$ cat src/rtl/lockdog_pkg.sv
// Shared constants and types for the key-locked watchdog.
// Assumes byte offsets on the register bus and a 16-bit key.
package lockdog_pkg;

    localparam int unsigned OFS_LOAD_LO = 'h00;
    localparam int unsigned OFS_LOAD_HI = 'h04;
    localparam int unsigned OFS_CTRL    = 'h08;
    localparam int unsigned OFS_CNT_LO  = 'h0C;
    localparam int unsigned OFS_CNT_HI  = 'h10;
    localparam int unsigned OFS_LOCK    = 'h20;

    localparam logic [15:0] UNLOCK_KEY  = 16'hE551;

    localparam int unsigned CTRL_RUN_BIT  = 1;
    localparam int unsigned CTRL_MODE_BIT = 2;
    localparam int unsigned CTRL_RST_BIT  = 3;

    typedef struct packed {
        logic rst_en;
        logic irq_mode;
        logic run;
    } ctrl_t;

endpackage

$ cat src/rtl/lockdog_regs.sv
// Register file with key gate. It owns the lock flag, the staged load halves
// and the control bits, and it drives the combinational read mux.
// Assumes a single-cycle write strobe and a 16-bit key.
module lockdog_regs
    import lockdog_pkg::*;
#(
    parameter int ADDR_W = 6,
    parameter int DATA_W = 16,
    localparam int CNT_W = 2 * DATA_W
) (
    input  logic              clk,
    input  logic              rst_n,
    input  logic              bus_wr,
    input  logic [ADDR_W-1:0] bus_addr,
    input  logic [DATA_W-1:0] bus_wdata,
    input  logic [CNT_W-1:0]  cnt_value,
    output logic [DATA_W-1:0] bus_rdata,
    output ctrl_t             ctrl,
    output logic              load_stb,
    output logic [CNT_W-1:0]  load_value,
    output logic              locked
);

    logic              sel_lo, sel_hi, sel_ctrl, sel_lock;
    logic              wr_open;
    logic [DATA_W-1:0] stage_lo, stage_hi;

    // Address decode for the writable registers.
    always_comb begin
        sel_lo   = (bus_addr == ADDR_W'(OFS_LOAD_LO));
        sel_hi   = (bus_addr == ADDR_W'(OFS_LOAD_HI));
        sel_ctrl = (bus_addr == ADDR_W'(OFS_CTRL));
        sel_lock = (bus_addr == ADDR_W'(OFS_LOCK));
        wr_open  = bus_wr && !locked;
    end

    // Lock flag: only the exact key unlocks, anything else locks.
    always_ff @(posedge clk) begin
        if (!rst_n)
            locked <= 1'b1;
        else if (bus_wr && sel_lock)
            locked <= (bus_wdata != DATA_W'(UNLOCK_KEY));
    end

    // Staged load halves, written only while unlocked.
    always_ff @(posedge clk) begin
        if (!rst_n) begin
            stage_lo <= '0;
            stage_hi <= '0;
        end else if (wr_open) begin
            if (sel_lo) stage_lo <= bus_wdata;
            if (sel_hi) stage_hi <= bus_wdata;
        end
    end

    // Control bits, written only while unlocked.
    always_ff @(posedge clk) begin
        if (!rst_n)
            ctrl <= '0;
        else if (wr_open && sel_ctrl) begin
            ctrl.run      <= bus_wdata[CTRL_RUN_BIT];
            ctrl.irq_mode <= bus_wdata[CTRL_MODE_BIT];
            ctrl.rst_en   <= bus_wdata[CTRL_RST_BIT];
        end
    end

    // A low-half write commits both halves to the counter at once.
    always_comb begin
        load_stb   = wr_open && sel_lo;
        load_value = {stage_hi, bus_wdata};
    end

    // Read mux for every visible register.
    always_comb begin
        bus_rdata = '0;
        case (bus_addr)
            ADDR_W'(OFS_LOAD_LO): bus_rdata = stage_lo;
            ADDR_W'(OFS_LOAD_HI): bus_rdata = stage_hi;
            ADDR_W'(OFS_CTRL): begin
                bus_rdata[CTRL_RUN_BIT]  = ctrl.run;
                bus_rdata[CTRL_MODE_BIT] = ctrl.irq_mode;
                bus_rdata[CTRL_RST_BIT]  = ctrl.rst_en;
            end
            ADDR_W'(OFS_CNT_LO):  bus_rdata = cnt_value[DATA_W-1:0];
            ADDR_W'(OFS_CNT_HI):  bus_rdata = cnt_value[CNT_W-1:DATA_W];
            ADDR_W'(OFS_LOCK):    bus_rdata = DATA_W'(locked);
            default:              bus_rdata = '0;
        endcase
    end


    unlock_key_chk: assert property (@(posedge clk) disable iff (!rst_n)
        (bus_wr && sel_lock && bus_wdata == DATA_W'(UNLOCK_KEY)) |=> !locked);


    relock_chk: assert property (@(posedge clk) disable iff (!rst_n)
        (bus_wr && sel_lock && bus_wdata != DATA_W'(UNLOCK_KEY)) |=> locked);


    locked_write_chk: assert property (@(posedge clk) disable iff (!rst_n)
        (locked && bus_wr && !sel_lock) |=>
            ($stable(ctrl) && $stable(stage_lo) && $stable(stage_hi)));

endmodule

$ cat src/rtl/lockdog_counter.sv
// Down-counter advanced by the tick enable. It flags expiry when the count
// reaches zero and then holds at zero until reloaded. A load has priority
// over counting in the same cycle.
module lockdog_counter #(
    parameter int CNT_W = 32
) (
    input  logic             clk,
    input  logic             rst_n,
    input  logic             tick_en,
    input  logic             run,
    input  logic             load_stb,
    input  logic [CNT_W-1:0] load_value,
    output logic [CNT_W-1:0] count,
    output logic             expire_evt
);

    logic expired;
    logic step;

    // A step is a tick while running and not already expired.
    always_comb begin
        step       = run && tick_en && !expired && !load_stb;
        expire_evt = step && (count <= CNT_W'(1));
    end

    // Count register and expiry latch.
    always_ff @(posedge clk) begin
        if (!rst_n) begin
            count   <= '0;
            expired <= 1'b0;
        end else if (load_stb) begin
            count   <= load_value;
            expired <= 1'b0;
        end else if (expire_evt) begin
            count   <= '0;
            expired <= 1'b1;
        end else if (step) begin
            count   <= count - CNT_W'(1);
        end
    end


    tick_step_chk: assert property (@(posedge clk) disable iff (!rst_n)
        (run && tick_en && !expired && !load_stb && count > CNT_W'(1))
            |=> count == $past(count) - CNT_W'(1));


    hold_stopped_chk: assert property (@(posedge clk) disable iff (!rst_n)
        (!run && !load_stb) |=> $stable(count));


    hold_expired_chk: assert property (@(posedge clk) disable iff (!rst_n)
        (expired && !load_stb) |=> (count == '0));

endmodule

$ cat src/rtl/lockdog_alarm.sv
// Expiry outputs: stretches the expiry event into a reset pulse of
// RST_CYCLES cycles and latches the interrupt until the next reload.
// Assumes an expiry event and a load never occur in the same cycle.
module lockdog_alarm #(
    parameter int RST_CYCLES = 4,
    localparam int PW = $clog2(RST_CYCLES + 1)
) (
    input  logic clk,
    input  logic rst_n,
    input  logic expire_evt,
    input  logic rst_en,
    input  logic irq_mode,
    input  logic load_stb,
    output logic sys_rst,
    output logic irq
);

    generate
        if (RST_CYCLES == 1) begin : g_single
            logic pulse_q;
            // Single-cycle pulse needs only one flop.
            always_ff @(posedge clk) begin
                if (!rst_n) pulse_q <= 1'b0;
                else        pulse_q <= expire_evt && rst_en;
            end
            assign sys_rst = pulse_q;
        end else begin : g_stretch
            logic [PW-1:0] pulse_cnt;
            // Load the pulse length on expiry, then count it down.
            always_ff @(posedge clk) begin
                if (!rst_n)
                    pulse_cnt <= '0;
                else if (expire_evt && rst_en)
                    pulse_cnt <= PW'(RST_CYCLES);
                else if (pulse_cnt != '0)
                    pulse_cnt <= pulse_cnt - PW'(1);
            end
            assign sys_rst = (pulse_cnt != '0);
        end
    endgenerate

    // Interrupt latch: set on expiry in interrupt mode, cleared on reload.
    always_ff @(posedge clk) begin
        if (!rst_n)
            irq <= 1'b0;
        else if (load_stb)
            irq <= 1'b0;
        else if (expire_evt && irq_mode)
            irq <= 1'b1;
    end


    rst_start_chk: assert property (@(posedge clk) disable iff (!rst_n)
        (expire_evt && rst_en) |=> sys_rst);


    no_rst_chk: assert property (@(posedge clk) disable iff (!rst_n)
        (expire_evt && !rst_en && !sys_rst) |=> !sys_rst);


    irq_cause_chk: assert property (@(posedge clk) disable iff (!rst_n)
        $rose(irq) |-> $past(expire_evt && irq_mode));


    irq_clear_chk: assert property (@(posedge clk) disable iff (!rst_n)
        load_stb |=> !irq);

endmodule

$ cat src/rtl/lockdog_timer.sv
// Top of the key-locked watchdog: register file, tick-driven down-counter
// and expiry outputs. Assumes tick_en is already in the clk domain.
module lockdog_timer
    import lockdog_pkg::*;
#(
    parameter int ADDR_W     = 6,
    parameter int DATA_W     = 16,
    parameter int RST_CYCLES = 4
) (
    input  logic              clk,
    input  logic              rst_n,
    input  logic              tick_en,
    input  logic              bus_wr,
    input  logic [ADDR_W-1:0] bus_addr,
    input  logic [DATA_W-1:0] bus_wdata,
    output logic [DATA_W-1:0] bus_rdata,
    output logic              sys_rst,
    output logic              wdt_irq
);

    localparam int CNT_W = 2 * DATA_W;

    ctrl_t            ctrl;
    logic             load_stb;
    logic [CNT_W-1:0] load_value;
    logic [CNT_W-1:0] count;
    logic             expire_evt;
    logic             locked;

    lockdog_regs #(.ADDR_W(ADDR_W), .DATA_W(DATA_W)) u_regs (
        .clk        (clk),
        .rst_n      (rst_n),
        .bus_wr     (bus_wr),
        .bus_addr   (bus_addr),
        .bus_wdata  (bus_wdata),
        .cnt_value  (count),
        .bus_rdata  (bus_rdata),
        .ctrl       (ctrl),
        .load_stb   (load_stb),
        .load_value (load_value),
        .locked     (locked)
    );

    lockdog_counter #(.CNT_W(CNT_W)) u_cnt (
        .clk        (clk),
        .rst_n      (rst_n),
        .tick_en    (tick_en),
        .run        (ctrl.run),
        .load_stb   (load_stb),
        .load_value (load_value),
        .count      (count),
        .expire_evt (expire_evt)
    );

    lockdog_alarm #(.RST_CYCLES(RST_CYCLES)) u_alarm (
        .clk        (clk),
        .rst_n      (rst_n),
        .expire_evt (expire_evt),
        .rst_en     (ctrl.rst_en),
        .irq_mode   (ctrl.irq_mode),
        .load_stb   (load_stb),
        .sys_rst    (sys_rst),
        .irq        (wdt_irq)
    );


    locked_load_chk: assert property (@(posedge clk) disable iff (!rst_n)
        locked |-> !load_stb);

endmodule

$ cat config.mk
export PLATFORM = sky130hd
export DESIGN_NAME = lockdog_timer
export DESIGN_NICKNAME = d
export VERILOG_FILES = /design/src/rtl/lockdog_pkg.sv /design/src/rtl/lockdog_regs.sv /design/src/rtl/lockdog_counter.sv /design/src/rtl/lockdog_alarm.sv /design/src/rtl/lockdog_timer.sv
export SDC_FILE = /design/constraint.sdc
export NUM_CORES = 1
export LEC_CHECK = 0
export BUFFER_PORTS_ARGS = -buffer_cell sky130_fd_sc_hd__buf_2
export CAP_MARGIN = 20
export CORE_MARGIN = 4
export CORE_UTILIZATION = 53
export CTS_CLUSTER_DIAMETER = 60
export CTS_CLUSTER_SIZE = 14
export DETAILED_ROUTE_END_ITERATION = 12
export PLACE_DENSITY = 0.77
export SYNTH_ARGS = -nofsm -noshare
export SYNTH_HDL_FRONTEND = slang
export SYNTH_SLANG_ARGS = --single-unit
$ cat constraint.sdc
create_clock -name clk -period 2.25 [get_ports clk]
set_clock_uncertainty 0.15 [all_clocks]
set_input_delay 0.3375 -clock clk [delete_from_list [all_inputs] [get_ports clk]]
set_output_delay 0.3375 -clock clk [all_outputs]
set_load 0.02 [all_outputs]
# Yosys cells after proc, flatten, opt, wreduce, memory -nomap -nowiden
# Cells that the tools add are included.
[totals] reg_bits=73 latch_bits=0 mem_bits_rw=0 mem_bits_ro=0 inputBits=26 output_inout_bits=18 elab_cells=50 mem_count=0
[classes] add_sub_neg=2 multipliers=0 n_div=0 order_cmp=1 n_eq_ne=6 shift=0 muxes=8 n_bitwise=1 n_reduce_logical=21
[ops] cell="2-to-1 mux 32 bit" n=3
[ops] cell="one-hot mux 12 bit (4 select lines)" n=1
[ops] cell="less-or-equal comparator 32 x 1 -> 1 bit (second input constant)" n=1
[ops] cell="subtractor 32 x 1 -> 32 bit (second input constant)" n=1
[ops] cell="!= test 16 bit (second input constant)" n=1
[ops] cell="one-hot mux 3 bit (5 select lines)" n=1
[ops] cell="== test 6 x 4 -> 1 bit (second input constant)" n=2
[ops] cell="logical AND 1 bit" n=10
[ops] cell="== test 6 x 3 -> 1 bit (second input constant)" n=1
[ops] cell="== test 6 x 5 -> 1 bit (second input constant)" n=1
[ops] cell="== test 6 bit (second input constant)" n=1
[ops] cell="zero test 6 bit" n=1
[ops] cell="2-to-1 mux 3 bit" n=2
[ops] cell="nonzero test 3 bit" n=2
[ops] cell="one-hot mux 1 bit (5 select lines)" n=1
[ops] cell="AND reduction 2 bit" n=2
[ops] cell="OR reduction 2 bit" n=2
[ops] cell="zero test 1 bit" n=3
[ops] cell="subtractor 3 x 1 -> 3 bit (second input constant)" n=1
[ops] cell="nonzero test 2 bit" n=1
[ops] cell="inverter 1 bit" n=1

# Logic depth before layout (Yosys ltp)
[logic_depth] depth_word=8 ltp_mapped=9 ltp_nobuf=8

# Cells and area by module
# From an unflattened synthesis, not the netlist that was laid out.
[unflattened] hier_cells=495 area_unflattened_um2=4159.0
[modules_own_cells] module="lockdog_counter" instances=1 cells_per_inst=248 area_each_um2=2009.4 seq_area_each_um2=660.6
[modules_own_cells] module="lockdog_regs" instances=1 cells_per_inst=226 area_each_um2=1946.9 seq_area_each_um2=720.7
[modules_own_cells] module="lockdog_alarm" instances=1 cells_per_inst=21 area_each_um2=202.7 seq_area_each_um2=80.1

# Least setup slack after synthesis
# OpenSTA, ideal clock, no wires.
[synth_timing] kind="input -> output" start="input bus_addr[1]" end="output bus_rdata[0]" arrival_ns=1.977 required_time_ns=1.762 path_slack_ns=-0.214 path_stages=5 cell_sequence="or4_4 nor3_1 clkbuf_1 a22oi_1 o21ai_0"
[synth_via] elab_chain_len=2
[synth_lines] item="start, declared" line_no="lockdog_timer.sv:14" rtl="input logic [ADDR_W-1:0] bus_addr,"
[synth_lines] item="== test 6 bit (tied with other cells)" line_no="lockdog_regs.sv:76" rtl="case (bus_addr)"
[synth_lines] item="one-hot mux 1 bit (5 select lines) (*)" line_no="lockdog_regs.sv:76"
[synth_lines] item="end, declared" line_no="lockdog_timer.sv:16" rtl="output logic [DATA_W-1:0] bus_rdata,"
# Every way passes the cells marked *; elsewhere a longest branch is shown, timed or not.

# Worst setup path in the final report
[layout_timing] start="register u_cnt.count[0]" end="register u_cnt.count[21]"
[layout_via] elab_chain_len=4
[layout_lines] item="start, declared" line_no="lockdog_counter.sv:13" rtl="output logic [CNT_W-1:0] count,"
[layout_lines] item="start signal, assigned" line_no="lockdog_counter.sv:32" rtl="count <= load_value;"
[layout_lines] item="start signal, assigned" line_no="lockdog_counter.sv:38" rtl="count <= count - CNT_W'(1);"
[layout_lines] item="subtractor 32 x 1 -> 32 bit or less-or-equal comparator 32 x 1 -> 1 bit (tied branches)" line_no="lockdog_counter.sv:38, lockdog_counter.sv:23"
[layout_lines] item="2-to-1 mux 32 bit or logical AND 1 bit (tied branches)" line_no="lockdog_counter.sv:37, lockdog_counter.sv:23"
[layout_lines] item="2-to-1 mux 32 bit" line_no="lockdog_counter.sv:34" rtl="end else if (expire_evt) begin"
[layout_lines] item="2-to-1 mux 32 bit" line_no="lockdog_counter.sv:31" rtl="end else if (load_stb) begin"
# Several ways; a longest one is shown, not always the timed one. The select of a mux whose other input is x is not followed.
# A chain may end at the register's enable or synchronous reset.

==> flow_summary.toml <==
[route]
dr_wl_met3_um = 1460
first_pass_iters = 7
top_layer_used = "met4"
drt-met1-wl_um = 5210
wire_per_inst_um = 18.7
vias = 4608
vias_per_cell = 6.34
drt_iter0_markers = 700
drc = 0
met2RoutedLength_um = 6450
ant_nets = 0
wl_um = 13600

[grt]
grt_use_total = 0.300
grt_pass1_vias = 4245
grt_overflow = 0
grt_pass1_wl_um = 21000
antenna_found_initial = 0
grt_max_degree = 36

[power_and_ir_drop]
p_leak_uw = 0.00232
ir_worst_vdd_v = 0.000374
powerDensity_nw_per_um2 = 506

[worst_setup_path]
critPathCaptureType = "register"
setup.worst_path.class = "reg2reg"
cp.required_ns = 2.32
cp_top_family = "simple AND/OR/NAND/NOR gates"
ff2ff_setup_slack_ns = -0.05
start_kind = "register"
cp_slowest_stage_delay_ns = 0.39
cp_cell_sequence = "buf_4 -> nor4_4 -> buf_4 -> nand2_2 -> or3_4 -> mux2_4 -> a221oi_2 -> nor2_1"
crit_top_cell = "buf_4"
reg2reg_to = "u_cnt.count[21]$_SDFFE_PN0P_"
critical_path_peak_fanout = 3
critical_path_arrival_ns = 2.38
reg2reg_depth = 8
regToRegStartpoint = "u_cnt.count[0]$_SDFFE_PN0P_"
slowest_stage = "or3_4"
crit_buf_inv = 2

[yosys]
syn_nets = 548
synth_seq_cells = 73
yosys.area.top_type = "dfxtp_1"
synth_area_per_cell_um2 = 7.58
synth_mux_area_frac = 0.0275
yosys.area_share.adder = 0.0160
syn_inst = 517
synth_compound_area_frac = 0.202
ys.warnings.count = 0
syn_area_um2 = 3920
yosys.area_share.xor_xnor = 0.0268
synthTopCellsByArea = "dfxtp_1, nand2_1, a21oi_1"
ys_seq_area_frac = 0.373
synth_top_family_by_area = "simple AND/OR/NAND/NOR gates"
synth-simple-area-share = 0.306
synth_top_area_frac = 0.373
yosysUniqueCellTypes = 53

[timing]
fmax_mhz = 434
relSlewSlack = 0.512
rsz0062_at_grt = "yes"
setup_violations = 12
min_period_ns = 2.30
worst_pin_slew_ns = 0.722
hold_viol = 0
finalMaxSlewViolations = 0
fin_ws_ns = -0.0519
fin_crit_sh = 1.02

[floorplan]
rows = 31
core_um2 = 7210
die_y_um = 94.0
io-pin-count = 44
fp.dieW_um = 94.0
start_util = 0.543
dieArea_um2 = 8830

[run]
cap_viol_max_count = 0

[worst_hold_path]
hold_path_end = "u_regs.stage_hi[4]$_SDFFE_PN0P_"
min_from = "bus_wdata[4]"
min_path_cells = 3
hp-class = "in2reg"

[cells_and_area]
nFillCells = 559
drive_gt1_frac = 0.291
post-route-util = 0.734
syn_to_final_growth_pct = 35.1
fin_nets = 656
n_antenna_cell = 0
fin_area_um2 = 5290

[clock_network]
cts_made_buffers = 9
cts_tree = "yes"
htree_num_levels = 3
cts_root_buf = "clkbuf_8"
cts_buffer_depth = 2
clk_pin_slew_ns = 0.08
clk_latency_ns = 0.36
clock-sinks = 73

[placement]
gp_congestion = 0.970
dp_hpwl_um = 9240
port_buffers = 43
placed_cell_area_um2 = 4730

[outcome]
status = "finished with violations"
violations = "setup timing"
## Yosys cell counts (all sizes together)
cell type  count
o41ai          1
nor4bb         1
clkbuf        24
o22ai         10
nor2b          1
a31oi          2
nand4          6
dfxtp         73
nand2        119
a221oi         4
and3b          1
o21ai         18
xnor2          6
a21o           2
inv           13
or4            6
ha             5
mux2           3
a222oi        22
a41oi          1
buf            8
a22oi          4
nand2b         1
a211o          1
or3            2
and3          13
nand4b         1
nor3b          1
a21oi         57
nand3b         2
and2           7
nor3          24
nor2          41
nor4b          1
o21ba          1
xor2           6
nor4          12
nand3         10
mux2i          7
## where the power goes
group          total, uW  internal (uW)  switching, uW
logic                241           92.4            149
clock network       1120            614            510
registers           1310           1300           8.71
## flip-flops by register name (all words and copies together), names as in the netlist
register / cells
u_cnt.count: 32
u_regs.stage_hi: 16
u_regs.stage_lo: 16
u_alarm.g_stretch.pulse_cnt: 3
u_regs.ctrl: 3
u_alarm.irq: 1
u_cnt.expired: 1
u_regs.locked: 1
## worst min-delay path, cell delays in order
cell     delay, ns
buf_2         0.11
nand2_1       0.06
a21oi_1       0.05
## through the flow
step                setup slack, ns  hold slack [ns]  setup TNS, ns  power [uW]  cells
floorplan                    0.0131            0.286              0        1480    517
global placement            -0.0804            0.291          -1.46        1560    702
detailed placement           -0.162            0.299          -3.00        1570    702
CTS                         -0.0235           0.0880         -0.196        2670    721
global route                 -0.151            0.112          -1.49        2740    727
finish                      -0.0519           0.0955         -0.259        2680    727
## worst max-delay path by stage
stage                                     start                      endpoint  slack (ns)  depth (start not counted)
global placement                    bus_addr[1]  u_cnt.count[15]$_SDFFE_PN0P_       -0.08                          7
detailed placement  u_cnt.count[0]$_SDFFE_PN0P_  u_cnt.count[20]$_SDFFE_PN0P_       -0.16                          8
CTS                                 bus_addr[1]                 bus_rdata[12]       -0.02                          7
finish              u_cnt.count[0]$_SDFFE_PN0P_  u_cnt.count[21]$_SDFFE_PN0P_       -0.05                          8
global route        u_cnt.count[0]$_SDFFE_PN0P_  u_cnt.count[29]$_SDFFE_PN0P_       -0.15                          9
floorplan                           bus_addr[1]                  bus_rdata[1]        0.01                          5
## kinds of logic (layout without fill, tap and decap cells)
| group | Yosys count | after routing |
|---|---|---|
| XOR/XNOR | 12 | 12 |
| multiplexers | 10 | 10 |
| flip-flops | 73 | 73 |
| AND/OR/NAND/NOR | 249 | 249 |
| AO/OA/AOI/OAI | 123 | 123 |
| adder cells (fa/ha/maj) | 5 | 5 |
| buffers and inverters | 45 | 156 |
## what timing repair did
item	4_1_cts	5_1_grt
gates resized for setup	23	34
setup buffers	5	6
gates cloned	0	1
pin swaps	5	10
hold buffers	0	0
endpoints found under the setup margin	43	49
## cell type report
class / count / area [um^2] / area share
timing repair buffer: 129 / 1010 / 0.191
clock inverter: 5 / 81.3 / 0.0154
multi-input combinational: 399 / 2440 / 0.461
clock buffer: 9 / 124 / 0.0234
inverter: 13 / 48.8 / 0.00922
sequential: 73 / 1470 / 0.277
tap: 99 / 124 / 0.0234
## layer usage
metal / vias up / global-route usage
li1: 2074 / -
met1: 2149 / 0.381
met2: 331 / 0.484
met3: 54 / 0.0633
met4: 0 / 0.142
met5: - / 0
## placed cells by master (no fill, tap or decap), types with 4 or more instances in the layout
master | netlist | routed
nand2_1 | 118 | 118
buf_4 | 3 | 75
dfxtp_1 | 73 | 71
a21oi_1 | 57 | 57
nor2_1 | 41 | 39
buf_2 | 5 | 34
a222oi_1 | 22 | 22
o21ai_0 | 18 | 16
nor3_1 | 21 | 14
buf_6 | 0 | 14
and3_1 | 13 | 13
inv_1 | 12 | 12
o22ai_1 | 10 | 10
clkbuf_8 | 0 | 9
mux2i_1 | 7 | 7
nand3_1 | 10 | 7
nor3_2 | 2 | 6
and2_1 | 6 | 6
xnor2_1 | 6 | 6
nor4_1 | 9 | 6
xor2_1 | 6 | 6
nand4_1 | 5 | 5
ha_1 | 5 | 5
nor3_4 | 1 | 4
buf_12 | 0 | 4
No activity file was read; power rests on OpenSTA's default activity.
